## src/rtl/pinc_pkg.sv

```systemverilog
package pinc_pkg;

    localparam int PEND_W = 4;

    // slot indices of the recognised pins
    localparam int SLOT_EXT    = 0;
    localparam int SLOT_MGMT   = 1;
    localparam int SLOT_MCHK   = 2;
    localparam int SLOT_CKSTOP = 3;
    localparam int SLOT_HRST   = 4;
    localparam int SLOT_SRST   = 5;

    // pending vector bit positions
    localparam int PB_EXT  = 0;
    localparam int PB_MGMT = 1;
    localparam int PB_MCHK = 2;
    localparam int PB_SRST = 3;

    typedef struct packed {
        logic ext_set;
        logic ext_clr;
        logic mgmt_set;
        logic mgmt_clr;
        logic mchk_fall;
        logic stop_on;
        logic stop_off;
        logic hrst_fall;
        logic srst_set;
        logic srst_clr;
    } pin_ev_t;

    function automatic logic slot_idle_level(input int slot);
        return (slot == SLOT_CKSTOP) || (slot == SLOT_HRST);
    endfunction

endpackage

```

## src/rtl/pinc_slot.sv

```systemverilog
module pinc_slot #(
    parameter logic RST_VAL = 1'b0
) (
    input  logic clk,
    input  logic rst_n,
    input  logic wr_en,
    input  logic lvl,
    output logic q
);
    logic lvl_d, lvl_q;

    always_comb begin
        lvl_d = lvl_q;
        if (wr_en) lvl_d = lvl;
    end

    always_ff @(posedge clk) begin
        if (!rst_n) lvl_q <= RST_VAL;
        else        lvl_q <= lvl_d;
    end

    assign q = lvl_q;
endmodule

```

## src/rtl/pinc_event.sv

```systemverilog
module pinc_event
    import pinc_pkg::*;
#(
    parameter int IDX_W = 3
) (
    input  logic             wr,
    input  logic [IDX_W-1:0] idx,
    input  logic             lvl,
    input  logic             prev,
    output pin_ev_t          ev
);
    logic chg;
    assign chg = wr && (lvl != prev);

    always_comb begin
        ev = '0;
        if (chg) begin
            case (int'(idx))
                SLOT_EXT: begin
                    ev.ext_set = lvl;
                    ev.ext_clr = !lvl;
                end
                SLOT_MGMT: begin
                    ev.mgmt_set = lvl;
                    ev.mgmt_clr = !lvl;
                end
                SLOT_MCHK:   ev.mchk_fall = !lvl;
                SLOT_CKSTOP: begin
                    ev.stop_on  = !lvl;
                    ev.stop_off = lvl;
                end
                SLOT_HRST:   ev.hrst_fall = !lvl;
                SLOT_SRST: begin
                    ev.srst_set = lvl;
                    ev.srst_clr = !lvl;
                end
                default: ev = '0;
            endcase
        end
    end
endmodule

```

## src/rtl/pinc_core.sv

```systemverilog
module pinc_core
    import pinc_pkg::*;
#(
    parameter int IDX_W = 3
) (
    input  logic                   clk,
    input  logic                   rst_n,
    input  logic                   pin_wr_i,
    input  logic [IDX_W-1:0]       pin_idx_i,
    input  logic                   pin_lvl_i,
    input  logic [PEND_W-1:0]      ack_i,
    output logic [PEND_W-1:0]      pend_o,
    output logic                   irq_o,
    output logic                   halt_o,
    output logic                   core_rst_o,
    output logic [(1<<IDX_W)-1:0]  pin_state_o
);
    localparam int NSLOT = 1 << IDX_W;

    typedef struct packed {
        logic [PEND_W-1:0] pend;
        logic              halt;
        logic              rst;
    } ctl_t;

    ctl_t            ctl_d, ctl_q;
    logic [NSLOT-1:0] slot_q;
    logic             prev_lvl;
    pin_ev_t          ev;

    for (genvar k = 0; k < NSLOT; k++) begin : g_slot
        pinc_slot #(
            .RST_VAL(slot_idle_level(k))
        ) u_slot (
            .clk  (clk),
            .rst_n(rst_n),
            .wr_en(pin_wr_i && (pin_idx_i == IDX_W'(k))),
            .lvl  (pin_lvl_i),
            .q    (slot_q[k])
        );
    end

    assign prev_lvl = slot_q[pin_idx_i];

    pinc_event #(.IDX_W(IDX_W)) u_event (
        .wr  (pin_wr_i),
        .idx (pin_idx_i),
        .lvl (pin_lvl_i),
        .prev(prev_lvl),
        .ev  (ev)
    );

    always_comb begin
        ctl_d      = ctl_q;
        ctl_d.rst  = 1'b0;
        ctl_d.pend = ctl_q.pend & ~ack_i;
        if (ev.ext_set)   ctl_d.pend[PB_EXT]  = 1'b1;
        if (ev.ext_clr)   ctl_d.pend[PB_EXT]  = 1'b0;
        if (ev.mgmt_set)  ctl_d.pend[PB_MGMT] = 1'b1;
        if (ev.mgmt_clr)  ctl_d.pend[PB_MGMT] = 1'b0;
        if (ev.mchk_fall) ctl_d.pend[PB_MCHK] = 1'b1;
        if (ev.srst_set)  ctl_d.pend[PB_SRST] = 1'b1;
        if (ev.srst_clr)  ctl_d.pend[PB_SRST] = 1'b0;
        if (ev.stop_on)   ctl_d.halt = 1'b1;
        if (ev.stop_off)  ctl_d.halt = 1'b0;
        if (ev.hrst_fall) ctl_d.rst  = 1'b1;
    end

    always_ff @(posedge clk) begin
        if (!rst_n) ctl_q <= '0;
        else        ctl_q <= ctl_d;
    end

    assign pend_o      = ctl_q.pend;
    assign irq_o       = |ctl_q.pend;
    assign halt_o      = ctl_q.halt;
    assign core_rst_o  = ctl_q.rst;
    assign pin_state_o = slot_q;
endmodule

```

## config.mk

```make
export PLATFORM = sky130hd
export DESIGN_NAME = pinc_core
export DESIGN_NICKNAME = d
export VERILOG_FILES = /design/src/rtl/pinc_pkg.sv /design/src/rtl/pinc_slot.sv /design/src/rtl/pinc_event.sv /design/src/rtl/pinc_core.sv
export SDC_FILE = /design/constraint.sdc
export NUM_CORES = 1
export LEC_CHECK = 0
export ABC_AREA = 1
export BUFFER_PORTS_ARGS = -buffer_cell sky130_fd_sc_hd__buf_4
export CAP_MARGIN = 10
export CORE_AREA = 2 2 44 46
export CTS_CLUSTER_SIZE = 12
export DETAILED_ROUTE_END_ITERATION = 6
export DIE_AREA = 0 0 46 48
export PLACE_DENSITY_LB_ADDON = 0.1
export SYNTH_ARGS = -nofsm -noshare
export SYNTH_HDL_FRONTEND = slang
export SYNTH_SLANG_ARGS = --single-unit
```

## constraint.sdc

```tcl
create_clock -name clk -period 2.8 [get_ports clk]
set_input_delay 0.28 -clock clk [delete_from_list [all_inputs] [get_ports clk]]
set_output_delay 0.28 -clock clk [all_outputs]
set_load 0.005 [all_outputs]
```

==> impl_metrics.env <==
export IMPL_outcome="finished clean"
export IMPL_first_pass_iters=4
export IMPL_cap_violations=0
export IMPL_rsz0062_at_grt="false"
export IMPL_postRouteAntennaNets=0
export IMPL_leakage_uw=0.0004643
export IMPL_num_vias=768
export IMPL_cpMaxStageDelayCell="dfxtp_1"
export IMPL_synth_cell_types=24
export IMPL_cts_buffers=3
export IMPL_grt_overflow=0
export IMPL_cp_num_buf_inv=1
export IMPL_fill_cells=166
export IMPL_die_x_um=46
export IMPL_netlist_area_leader_share_pct=33.68
export IMPL_synth_edff_count=0
export IMPL_path_class="reg -> out"
export IMPL_syn_area_per_cell_um2=7.051
export IMPL_arrival_ns=0.93
export IMPL_areaGrowthSynthToFinish_pct=17.74
export IMPL_dr_first_iter_drc_count=10
export IMPL_required_ns=2.52
export IMPL_grt_usage_pct=18.11
export IMPL_die_area_um2=2208
export IMPL_fin_nets=148
export IMPL_fin_worst_skew_ns=0.004474
export IMPL_crit_chain="nor2_1 -> nand3_1 -> buf_4"
export IMPL_finalCritPeriodShare_pct=43.25
export IMPL_insertion_delay_ns=0.28
export IMPL_irDropWorstVdd_uv=227.8
export IMPL_initial_core_util_pct=49.26
export IMPL_syn_area_um2=832.0
export IMPL_antennaDiodeCount=0
export IMPL_min_path_type="in -> reg"
export IMPL_power_density_nw_per_um2=400.4
export IMPL_dpl_hpwl_mm=1.314
export IMPL_setup_violations=0
export IMPL_synth_area_top_cells="dfxtp_1 (34%), nand2_1 (11%), buf_4 (8.1%)"
export IMPL_yosysSeqAreaShare_pct=33.68
export IMPL_ys_async_sr_fraction_pct=0
export IMPL_wire_per_inst_um=11.45
export IMPL_finalWorstPathRequiredPeriod_ns=1.211
export IMPL_via_per_inst=5.053
export IMPL_slew_headroom_pct=79.17
export IMPL_crit_family="flip-flops"
export IMPL_cts_tree="done"
export IMPL_syn_nets=129
export IMPL_h_tree_depth=1
export IMPL_synth_most_common_cell="nand2_1"
export IMPL_fp_coreArea_um2=1689
export IMPL_ys_ff_latch=14
export IMPL_cts_resized=0
export IMPL_synth_common_cells="nand2_1 (24), nor2_1 (16), dfxtp_1 (14)"
export IMPL_wl_mm=1.741
export IMPL_r2r_setup_slack_ns=1.75
export IMPL_power_total_uw=392.3
export IMPL_io_buffer_count=25
export IMPL_max_freq_mhz=825.7
export IMPL_drv_slew=0
export IMPL_clock_path_buffers=2
export IMPL_final_layout_size_suffix_gt1_share_pct=34.07
export IMPL_grt_max_degree=9
export IMPL_slowest_delay_ns=0.33
export IMPL_start_kind="flop"
export IMPL_ys_warnings_count=0
export IMPL_numClockSinks=14
export IMPL_clockRootBuffer="clkbuf_4"
export IMPL_ys_flop_type="dfxtp_1"
export IMPL_synth_largest_area_cell="dfxtp_1"
export IMPL_rows=15
export IMPL_antenna_found_initial=0
export IMPL_cts_setup_buffers=0
export IMPL_worst_pin_slew_ns=0.3113
export IMPL_path_max_fanout=3
export IMPL_grt_pass1_vias=636
export IMPL_pin_count=26
export IMPL_ctsHoldBuffers=0
export IMPL_syn_inst=118
export IMPL_cts_clk_slew_worst_paths_ns=0.08
export IMPL_tns_ns=0
export IMPL_grt_pass1_wl_mm=2.718
export IMPL_end_kind="primary output"
export IMPL_hold_viol=0
export IMPL_drc=0
export IMPL_die_h_um=48
export IMPL_place_gp_congestion=0.8547
-- where the power goes --
part	total, µW	internal, µW	switching (µW)
clock	115	50.0	65.0
combinational	70.0	29.4	40.6
sequential	207	204	3.78
total	392	283	109
-- metrics by stage --
stage | instance area [µm²] | util, % | instances | setup slack (ns) | hold WS [ns]
finish | 979.7 | 58.00 | 152 | 1.589 | 0.1846
global route | 979.7 | 58.00 | 152 | 1.539 | 0.1904
CTS | 979.7 | 58.00 | 152 | 1.566 | 0.1792
detailed placement | 957.2 | 56.67 | 149 | 1.539 | 0.4854
global placement | 957.2 | 56.67 | 149 | 1.514 | 0.4794
floorplan | 832.0 | - | 118 | 1.751 | 0.3938
-- logic make-up after synthesis --
kind of cell	Yosys count	synth area share, %
AO/OA/AOI/OAI	16	10.83
multiplexers	1	1.203
buffers and inverters	23	15.79
flip-flops	14	33.68
AND/OR/NAND/NOR	64	38.50
-- cells in the final DEF (no fill, tap or decap), types with 3 or more instances in the layout --
master	n
buf_4	25
nand2_1	24
nor2_1	16
dfxtp_1	14
a21oi_1	10
inv_1	9
nand2_2	6
nand3_1	5
nor2_2	5
nor3_1	4
clkbuf_4	3
-- final timing paths --
kind	from	to	depth (start not counted)
setup reg to reg	g_slot[2].u_slot.q	pend_o[1]	7
hold reg to reg	halt_o	halt_o	2
setup / recovery	pend_o[3]	irq_o	3
hold / removal	ack_i[2]	pend_o[2]	2
-- state kept, by name (all words and copies together) (netlist names) --
register / flops
halt_o: 1
pend_o: 4
g_slot.u_slot.q: 8
core_rst_o: 1
-- metal layers --
metal / track usage [%] / vias to the layer above / wire length, µm
met5: 0 / - / 0
met4: 13.71 / 0 / 55
met3: 3.396 / 5 / 119
met2: 26.11 / 31 / 734
met1: 23.81 / 329 / 832
li1: - / 403 / -
-- area by class of cell --
cell class	instances	area (µm²)	share of cell area [%]
sequential	14	280.3	28.61
multi-input combinational	81	420.4	42.91
inverter	12	47.55	4.853
timing repair buffer	25	187.7	19.16
tap	17	21.27	2.171
clock buffer	3	22.52	2.299
(Power assumes the default switching activity.)
